[config.mk]
export PLATFORM = sky130hd
export DESIGN_NAME = uart_rx_mp
export DESIGN_NICKNAME = d
export VERILOG_FILES = /design/src/rtl/uart_rx_mp_pkg.sv /design/src/rtl/uart_rx_sync.sv /design/src/rtl/uart_rx_shift.sv /design/src/rtl/uart_rx_flags.sv /design/src/rtl/uart_rx_mp.sv
export SDC_FILE = /design/constraint.sdc
export NUM_CORES = 1
export LEC_CHECK = 0
export BUFFER_PORTS_ARGS = -buffer_cell sky130_fd_sc_hd__buf_2
export CORE_ASPECT_RATIO = 1.75
export CORE_UTILIZATION = 52
export DETAILED_ROUTE_END_ITERATION = 8
export PLACE_DENSITY = 0.71
export SETUP_SLACK_MARGIN = 0.4
export SLEW_MARGIN = 20
export SYNTH_ARGS = -nofsm -noshare
export SYNTH_HDL_FRONTEND = slang
export SYNTH_HIERARCHICAL = 1
export SYNTH_SLANG_ARGS = --single-unit
[constraint.sdc]
create_clock -name clk -period 1.9 [get_ports clk]
set_input_delay 0.19 -clock clk [delete_from_list [all_inputs] [get_ports clk]]
set_output_delay 0.19 -clock clk [all_outputs]
set_load 0.02 [all_outputs]
[src/rtl/uart_rx_mp_pkg.sv]
package uart_rx_mp_pkg;

   typedef enum logic [1:0] {
      ST_IDLE  = 2'd0,
      ST_START = 2'd1,
      ST_DATA  = 2'd2,
      ST_STOP  = 2'd3
   } rx_state_e;

   localparam logic [1:0] MODE_8N   = 2'd0;
   localparam logic [1:0] MODE_7N   = 2'd1;
   localparam logic [1:0] MODE_ADDR = 2'd2;
   localparam logic [1:0] MODE_9N   = 2'd3;

endpackage

[src/rtl/uart_rx_sync.sv]
module uart_rx_sync #(
   parameter int STAGES = 2
) (
   input  logic clk,
   input  logic rst_n,
   input  logic rx_i,
   output logic rx_o,
   output logic fall_o
);
   logic prev_q;

   generate
      if (STAGES == 0) begin : g_bypass
         assign rx_o = rx_i;
      end else begin : g_chain
         logic [STAGES-1:0] chain_q;
         always_ff @(posedge clk or negedge rst_n) begin
            if (!rst_n) chain_q <= '1;
            else        chain_q <= {chain_q[STAGES-2:0], rx_i};
         end
         assign rx_o = chain_q[STAGES-1];
      end
   endgenerate

   always_ff @(posedge clk or negedge rst_n) begin
      if (!rst_n) prev_q <= 1'b1;
      else        prev_q <= rx_o;
   end

   assign fall_o = prev_q & ~rx_o;
endmodule

[src/rtl/uart_rx_shift.sv]
module uart_rx_shift
   import uart_rx_mp_pkg::*;
#(
   parameter int DATA_W = 8,
   parameter int OVS    = 16
) (
   input  logic              clk,
   input  logic              rst_n,
   input  logic              tick_i,
   input  logic              rx_i,
   input  logic              fall_i,
   input  logic [1:0]        mode_i,
   output logic              done_o,
   output logic              ferr_o,
   output logic [1:0]        mode_o,
   output logic [DATA_W:0]   frame_o
);
   localparam int CNT_W = $clog2(OVS);
   localparam int IDX_W = $clog2(DATA_W + 2);
   localparam logic [CNT_W-1:0] HALF = CNT_W'(OVS / 2 - 1);
   localparam logic [CNT_W-1:0] FULL = CNT_W'(OVS - 1);

   rx_state_e        st_q;
   logic [CNT_W-1:0] cnt_q;
   logic [IDX_W-1:0] idx_q;
   logic [IDX_W-1:0] last_idx;

   always_comb begin
      unique case (mode_o)
         MODE_7N:           last_idx = IDX_W'(DATA_W - 2);
         MODE_ADDR, MODE_9N: last_idx = IDX_W'(DATA_W);
         default:           last_idx = IDX_W'(DATA_W - 1);
      endcase
   end

   always_ff @(posedge clk or negedge rst_n) begin
      if (!rst_n) begin
         st_q    <= ST_IDLE;
         cnt_q   <= '0;
         idx_q   <= '0;
         done_o  <= 1'b0;
         ferr_o  <= 1'b0;
         mode_o  <= MODE_8N;
         frame_o <= '0;
      end else begin
         done_o <= 1'b0;
         unique case (st_q)
            ST_IDLE: begin
               if (fall_i) begin
                  st_q    <= ST_START;
                  cnt_q   <= '0;
                  idx_q   <= '0;
                  frame_o <= '0;
                  mode_o  <= mode_i;
               end
            end
            ST_START: begin
               if (tick_i) begin
                  if (cnt_q == HALF) begin
                     cnt_q <= '0;
                     st_q  <= rx_i ? ST_IDLE : ST_DATA;
                  end else begin
                     cnt_q <= cnt_q + CNT_W'(1);
                  end
               end
            end
            ST_DATA: begin
               if (tick_i) begin
                  if (cnt_q == FULL) begin
                     cnt_q          <= '0;
                     frame_o[idx_q] <= rx_i;
                     if (idx_q == last_idx) st_q <= ST_STOP;
                     else                   idx_q <= idx_q + IDX_W'(1);
                  end else begin
                     cnt_q <= cnt_q + CNT_W'(1);
                  end
               end
            end
            default: begin
               if (tick_i) begin
                  if (cnt_q == FULL) begin
                     cnt_q  <= '0;
                     done_o <= 1'b1;
                     ferr_o <= ~rx_i;
                     st_q   <= ST_IDLE;
                  end else begin
                     cnt_q <= cnt_q + CNT_W'(1);
                  end
               end
            end
         endcase
      end
   end
endmodule

[src/rtl/uart_rx_flags.sv]
module uart_rx_flags
   import uart_rx_mp_pkg::*;
#(
   parameter int DATA_W = 8
) (
   input  logic              clk,
   input  logic              rst_n,
   input  logic              done_i,
   input  logic              ferr_i,
   input  logic [1:0]        mode_i,
   input  logic [DATA_W:0]   frame_i,
   input  logic              rie_i,
   input  logic              stat_rd_i,
   input  logic              data_rd_i,
   output logic [DATA_W-1:0] data_o,
   output logic              rdrf_o,
   output logic              err_o,
   output logic              irq_o,
   output logic              armed_o
);
   logic accept;
   logic clr;
   logic load;

   assign accept = (mode_i != MODE_ADDR) | frame_i[DATA_W];
   assign clr    = data_rd_i & armed_o;
   assign load   = done_i & ~ferr_i & accept & ~rdrf_o;

   always_ff @(posedge clk or negedge rst_n) begin
      if (!rst_n) begin
         armed_o <= 1'b0;
      end else begin
         if (data_rd_i) armed_o <= 1'b0;
         if (stat_rd_i) armed_o <= 1'b1;
      end
   end

   always_ff @(posedge clk or negedge rst_n) begin
      if (!rst_n) begin
         rdrf_o <= 1'b0;
         err_o  <= 1'b0;
      end else begin
         if (clr) begin
            rdrf_o <= 1'b0;
            err_o  <= 1'b0;
         end
         if (done_i) begin
            if (ferr_i)                err_o  <= 1'b1;
            else if (accept && rdrf_o) err_o  <= 1'b1;
            else if (accept)           rdrf_o <= 1'b1;
         end
      end
   end

   always_ff @(posedge clk) begin
      if (load) data_o <= frame_i[DATA_W-1:0];
   end

   assign irq_o = rie_i & (rdrf_o | err_o);
endmodule

[src/rtl/uart_rx_mp.sv]
module uart_rx_mp
   import uart_rx_mp_pkg::*;
#(
   parameter int DATA_W      = 8,
   parameter int OVS         = 16,
   parameter int SYNC_STAGES = 2
) (
   input  logic              clk,
   input  logic              rst_n,
   input  logic              rx_i,
   input  logic              tick16_i,
   input  logic [1:0]        mode_i,
   input  logic              rie_i,
   input  logic              stat_rd_i,
   input  logic              data_rd_i,
   output logic [DATA_W-1:0] rx_data_o,
   output logic              rdrf_o,
   output logic              err_o,
   output logic              irq_o
);
   generate
      if (OVS < 4 || (OVS % 2) != 0) begin : g_bad_ovs
         $error("OVS must be even and at least 4");
      end
      if (DATA_W < 2) begin : g_bad_width
         $error("DATA_W must be at least 2");
      end
      if (SYNC_STAGES == 1 || SYNC_STAGES < 0) begin : g_bad_sync
         $error("SYNC_STAGES must be 0 or at least 2");
      end
   endgenerate

   logic            rx_s_w;
   logic            fall_w;
   logic            done_w;
   logic            ferr_w;
   logic [1:0]      mode_q_w;
   logic [DATA_W:0] frame_w;
   logic            armed_w;

   uart_rx_sync #(.STAGES(SYNC_STAGES)) u_sync (
      .clk    (clk),
      .rst_n  (rst_n),
      .rx_i   (rx_i),
      .rx_o   (rx_s_w),
      .fall_o (fall_w)
   );

   uart_rx_shift #(.DATA_W(DATA_W), .OVS(OVS)) u_shift (
      .clk     (clk),
      .rst_n   (rst_n),
      .tick_i  (tick16_i),
      .rx_i    (rx_s_w),
      .fall_i  (fall_w),
      .mode_i  (mode_i),
      .done_o  (done_w),
      .ferr_o  (ferr_w),
      .mode_o  (mode_q_w),
      .frame_o (frame_w)
   );

   uart_rx_flags #(.DATA_W(DATA_W)) u_flags (
      .clk       (clk),
      .rst_n     (rst_n),
      .done_i    (done_w),
      .ferr_i    (ferr_w),
      .mode_i    (mode_q_w),
      .frame_i   (frame_w),
      .rie_i     (rie_i),
      .stat_rd_i (stat_rd_i),
      .data_rd_i (data_rd_i),
      .data_o    (rx_data_o),
      .rdrf_o    (rdrf_o),
      .err_o     (err_o),
      .irq_o     (irq_o),
      .armed_o   (armed_w)
   );
endmodule

# After elaboration in Yosys (flattened, before gate mapping)
# Index checks and enable logic that the tools add are counted.
# W data, S select, Z words.
dict set report totals {
  register_bits 37
  ramBits 0
  mem_bits_ro 0
  latchBits 0
  input_bits 9
  n_memories 0
  word_cells 102
  output_inout_bits 11
}
dict set report op_classes {
  addsub 2
  shift 0
  multipliers 0
  reduce_logical 15
  n_eq_ne 16
  magnitude_cmp 2
  n_div 0
  bitwise 12
  muxes 42
}
# op n
set op_table {}
lappend op_table {{$mux W4} 8}
lappend op_table {{$mux W9} 3}
lappend op_table {{$pmux W4 S2} 3}
lappend op_table {{$mux W2} 9}
lappend op_table {{$pmux W9 S2} 1}
lappend op_table {{$mux W1} 15}
lappend op_table {{$ne A2 B2 Y1 const B} 5}
lappend op_table {{$bwmux W9} 1}
lappend op_table {{$add A4 B1 Y4 const B} 2}
lappend op_table {{$reduce_and A8 Y1} 1}
lappend op_table {{$and A1 B1 Y1} 6}
lappend op_table {{$eq A2 B2 Y1 const B} 3}
lappend op_table {{$ne A2 B1 Y1 const B} 3}
lappend op_table {{$pmux W2 S3} 1}
lappend op_table {{$reduce_and A3 Y1} 2}
lappend op_table {{$reduce_bool A2 Y1} 3}
lappend op_table {{$lt A4 B5 Y1 const B} 1}
lappend op_table {{$reduce_and A5 Y1} 1}
lappend op_table {{$demux W1 S4} 1}
lappend op_table {{$eq A2 B1 Y1 const B} 2}
lappend op_table {{$eq A4 B3 Y1 const B} 1}
lappend op_table {{$eq A4 B4 Y1} 1}
lappend op_table {{$eq A4 B4 Y1 const B} 1}
lappend op_table {{$ge A4 B1 Y1 const B} 1}
lappend op_table {{9 further kinds} 14}

# Depth between registers and ports, before layout
dict set report logic_depth {
  depth_word 8
  ltp_mapped 6
  depth_no_buf 6
}

# Cells and area by module
# Netlist, hierarchy kept.
# module area_each_um2 n_inst cells_per_inst
set modules_own_cells {}
lappend modules_own_cells {uart_rx_shift 1382.6 1 134}
lappend modules_own_cells {uart_rx_flags 391.6 1 23}
lappend modules_own_cells {uart_rx_sync 92.6 1 4}

# Worst setup path before layout
# No wires, ideal clock.
dict set report synth_timing {
  path_kind {register to register}
  from {register u_sync.prev_q}
  to {register u_shift.st_q[0]}
  path_slack_ns 0.150
  synth_period_minus_slack_ns 1.750
  stages_incl_launch_ff 7
  n_path_buf 1
  arrival_time_ns 1.626
  path_cell_list {dfstp_2 -> nor2b_4 -> or3b_1 -> buf_6 -> a21oi_4 -> o21ai_2 -> a211o_1}
}
dict set report synth_via {
  elab_chain_cells 3
}
# item line
set synth_rtl {}
lappend synth_rtl {{start: declaration} uart_rx_sync.sv:10} ;# logic prev_q;
lappend synth_rtl {{start signal: assignment} uart_rx_sync.sv:27} ;# else prev_q <= rx_o;
lappend synth_rtl {{$and A1 B1 Y1} uart_rx_sync.sv:30} ;# assign fall_o = prev_q & ~rx_o;
lappend synth_rtl {{via fall_w} uart_rx_mp.sv:34} ;# logic fall_w;
lappend synth_rtl {{$ne A2 B2 Y1 (no source line)} n/a}
lappend synth_rtl {{$reduce_and A8 Y1 (no source line)} n/a}
lappend synth_rtl {{end signal: assignment} uart_rx_shift.sv:61} ;# st_q <= rx_i ? ST_IDLE : ST_DATA;
lappend synth_rtl {{end: declaration} uart_rx_shift.sv:23} ;# rx_state_e st_q;
# The timed path passes the listed nets, and every way through them passes these cells.
# A chain may end at the register's enable or synchronous reset.

# Worst setup path after layout
dict set report layout_timing {
  from {register u_shift.cnt_q[1]}
  to {register u_shift.frame_o[5]}
}
dict set report layout_via {
  elab_chain_cells 3
}
# item line
set layout_rtl {}
lappend layout_rtl {{start: declaration} uart_rx_shift.sv:24} ;# logic [CNT_W-1:0] cnt_q;
lappend layout_rtl {{start signal: assignment} uart_rx_shift.sv:63} ;# cnt_q <= cnt_q + CNT_W'(1);
lappend layout_rtl {{start signal: assignment} uart_rx_shift.sv:75} ;# cnt_q <= cnt_q + CNT_W'(1);
lappend layout_rtl {{start signal: assignment} uart_rx_shift.sv:87} ;# cnt_q <= cnt_q + CNT_W'(1);
lappend layout_rtl {{$eq A4 B4 Y1} uart_rx_shift.sv:69} ;# if (cnt_q == FULL) begin
lappend layout_rtl {{$ne A2 B1 Y1 (no source line)} n/a}
lappend layout_rtl {{$reduce_and A4 Y1 (no source line)} n/a}
lappend layout_rtl {{end signal: indexed assignment} uart_rx_shift.sv:71} ;# frame_o[idx_q] <= rx_i;
lappend layout_rtl {{end: declaration} uart_rx_shift.sv:16} ;# output logic [DATA_W:0] frame_o
# No other way between the ends.

==> impl_results.md <==
- Outcome: complete, no violations
- Design Area, Final: 2288 µm²
- Placed inst area: 2009 µm²
- Library cells used by synthesis: 48
- Clock latency on the worst-skew pair: 280 ps
- Syn avg cell area: 11.59 µm²
- Sequential-to-total area share from yosys stat: 0.5194
- Worst EP required: 2110 ps
- Clock H-tree levels: 2
- Reg2reg path depth: 6
- Gr usage total: 0.2473
- Final worst-path cycle share: 0.9080
- LEAKAGE: 0.9727 nW
- # IOs: 20
- Critical path type: reg -> reg
- Crit Path Max Fanout: 7
- CTS root buffer: clkbuf_8
- Synthesized instance count: 161
- # Max-Cap Violations: 0
- Die ar.: 3843 µm²
- Vias: 1,462
- TritonCTS clock tree: yes
- Die span in y: 81.26 µm
- Total power per unit cell area: 1213 nW/µm²
- Number of synthesized flops with an enable pin: 8
- Layout cells sized above 1: 0.3505
- Main synth FF type: dfrtp_1
- Final min period: 1725 ps
- Post-synthesis cell area: 1867 µm²
- Global-route wire length before repair: 6679 µm
- Max-slew violations: 0
- Largest net degree at the start of global routing: 30
- CTS Buf Count: 5
- Seq cells post-synth: 37
- Max Root-Sink Buffers: 2
- DR DRC count: 0
- TritonRoute pass-1 iters: 5
- Initial drt markers: 62
- Rows: 28
- Final TNS setup: 0 ps
- Arrival @ worst endpoint: 1940 ps
- TritonCTS Sinks: 37
- WHS Path Cells: 2
- Total Wirelength: 4103 µm
- Core area: 3398 µm²
- Hold/Removal Path Class: in -> reg
- Starting Density: 0.5493
- Clock-pin slew on the worst setup and hold paths: 70 ps
- Final hold vios: 0
- RSZ-0062 raised after global routing: true
- Final ANT Viol Nets: 0
- Initial antenna violation count: 0
- Die Span X: 47.29 µm
- Synth Warn #: 6
- Number of global-route vias before repair: 1,492
- Fin Clk Skew: 7.578 ps
- Diodes inserted: 0
- Slew at the pin closest to its max-slew limit: 661.0 ps
- RD Place Congestion: 0.8591
- WL per Instance: 17.17 µm
- Post-DP HPWL: 2718 µm
- Post-synth ARST share: 0.7838
- Worst setup EP type: register
- Fmax achieved: 579.6 MHz
- CP startpoint kind: register
- Max_slew headroom: 0.5593
- Final setup fails: 0
- I/O Buffers: 19
- Total gr overflow: 0
- Post-DR vias/cell: 6.117
- Maximum VDD drop: 853.4 µV
- Final net count: 207
- Area Growth Syn to Fin: 22.59%
- Syn_nets: 175
[logic make-up after synthesis]
| group | count (synthesis) | synth area share |
|---|---|---|
| buf+inv | 17 | 0.04825 |
| compound gates | 43 | 0.1870 |
| xor+xnor | 2 | 0.009385 |
| mux | 7 | 0.03954 |
| simple gates | 50 | 0.1629 |
| fa+ha+maj | 5 | 0.03351 |
| flops | 37 | 0.5194 |
[path summary, 6_finish.rpt]
check                                               startpoint  slack [ps]                                   to
max reg2reg                       u_shift/cnt_q[1]$_DFFE_PN0P_         170       u_shift/frame_o[5]$_DFFE_PN0P_
min reg2reg                u_sync/g_chain.chain_q[0]$_DFF_PN1_         360  u_sync/g_chain.chain_q[1]$_DFF_PN1_
min                                                  stat_rd_i          90          u_flags/armed_o$_DFFE_PN0P_
max in group asynchronous                                rst_n         960         u_shift/cnt_q[0]$_DFFE_PN0P_
max                               u_shift/cnt_q[1]$_DFFE_PN0P_         170       u_shift/frame_o[5]$_DFFE_PN0P_
min in group asynchronous                                rst_n         460        u_shift/mode_o[0]$_DFFE_PN0P_
[power by group]
part,internal (W),switching (W)
combinational,0.000412,0.000488
sequential,0.000952,0.000237
clock,0.000428,0.000260
total,0.00179,0.000984
[registers in the layout, summed over array words and instances (netlist names)]
name                    count
u_flags/err_o               1
u_shift/st_q                2
u_sync/g_chain.chain_q      2
u_shift/done_o              1
u_flags/rdrf_o              1
u_shift/cnt_q               4
u_flags/data_o              8
u_shift/frame_o             9
u_flags/armed_o             1
u_sync/prev_q               1
u_shift/idx_q               4
u_shift/ferr_o              1
u_shift/mode_o              2
[synthesized netlist by cell type, types with 4 or more instances]
| master | number | area (µm²) |
|---|---|---|
| a22o_1 | 9 | 78.83 |
| inv_1 | 7 | 26.28 |
| edfxtp_1 | 8 | 240.2 |
| o21ai_0 | 7 | 35.03 |
| mux2i_1 | 4 | 40.04 |
| nor2_1 | 4 | 15.01 |
| a211o_1 | 9 | 78.83 |
| nand2_1 | 18 | 67.56 |
| dfrtp_1 | 26 | 650.6 |
| ha_1 | 5 | 62.56 |
| nand3b_1 | 4 | 30.03 |
[layout make-up]
class / instances / area (µm²)
fill: 274 / 1110
timing repair buffer: 34 / 220.2
tap: 45 / 56.30
clock buffer: 7 / 86.33
sequential: 37 / 970.9
multi-input combinational: 108 / 894.6
clock inverter: 1 / 30.03
inverter: 7 / 30.03
[placed cells by master (no fill, tap or decap), drive strengths merged, types with 3 or more instances in the layout]
master	synthesis	layout
a211o	9	9
a21o	3	3
a22o	9	9
buf	7	32
clkbuf	3	7
dfrtp	26	26
dfstp	3	3
edfxtp	8	8
ha	5	5
inv	7	6
mux2	3	3
mux2i	4	4
nand2	18	18
nand3b	4	4
nor2	4	4
nor3	3	3
o211ai	3	3
o21ai	9	9
[what timing repair did]
action / CTS / global route
pin swaps: 3 / 6
gates resized for setup: 6 / 13
hold buffers: 2 / 0
cloned: 0 / 1
endpoints found under the hold margin: 27 / 0
setup endpoints to repair: 28 / 28
buffers inserted: 3 / 4
[worst max-delay path: stages, from the launching register on]
cell      delay (ps)
dfrtp_1          440
ha_4             160
and4_4           270
nand4b_1         130
buf_6            150
nor3b_4          280
a22o_1           220
[metrics by stage]
step           power, W    util  worst slack (ps)  hold slack (ps)  std cells
3_3_place_gp   0.001886  0.5913             142.0            249.6        221
2_1_floorplan  0.001723       -             161.3           -105.6        161
4_1_cts        0.002661  0.6458             208.2            81.44        234
5_1_grt        0.002945  0.6734             118.4            88.26        239
6_report       0.002776  0.6734             174.8            87.79        239
3_5_place_dp   0.001933  0.5913             99.66            262.3        221
[layer usage]
layer  up-vias  part of all wire  track usage
met5         -                 0            0
met4         0             0.057       0.1857
met3        20             0.044      0.05333
met2        63              0.54       0.4110
met1       718              0.35       0.2532
li1        661                 -            -
Note: power is estimated with default switching activity, not from simulation.
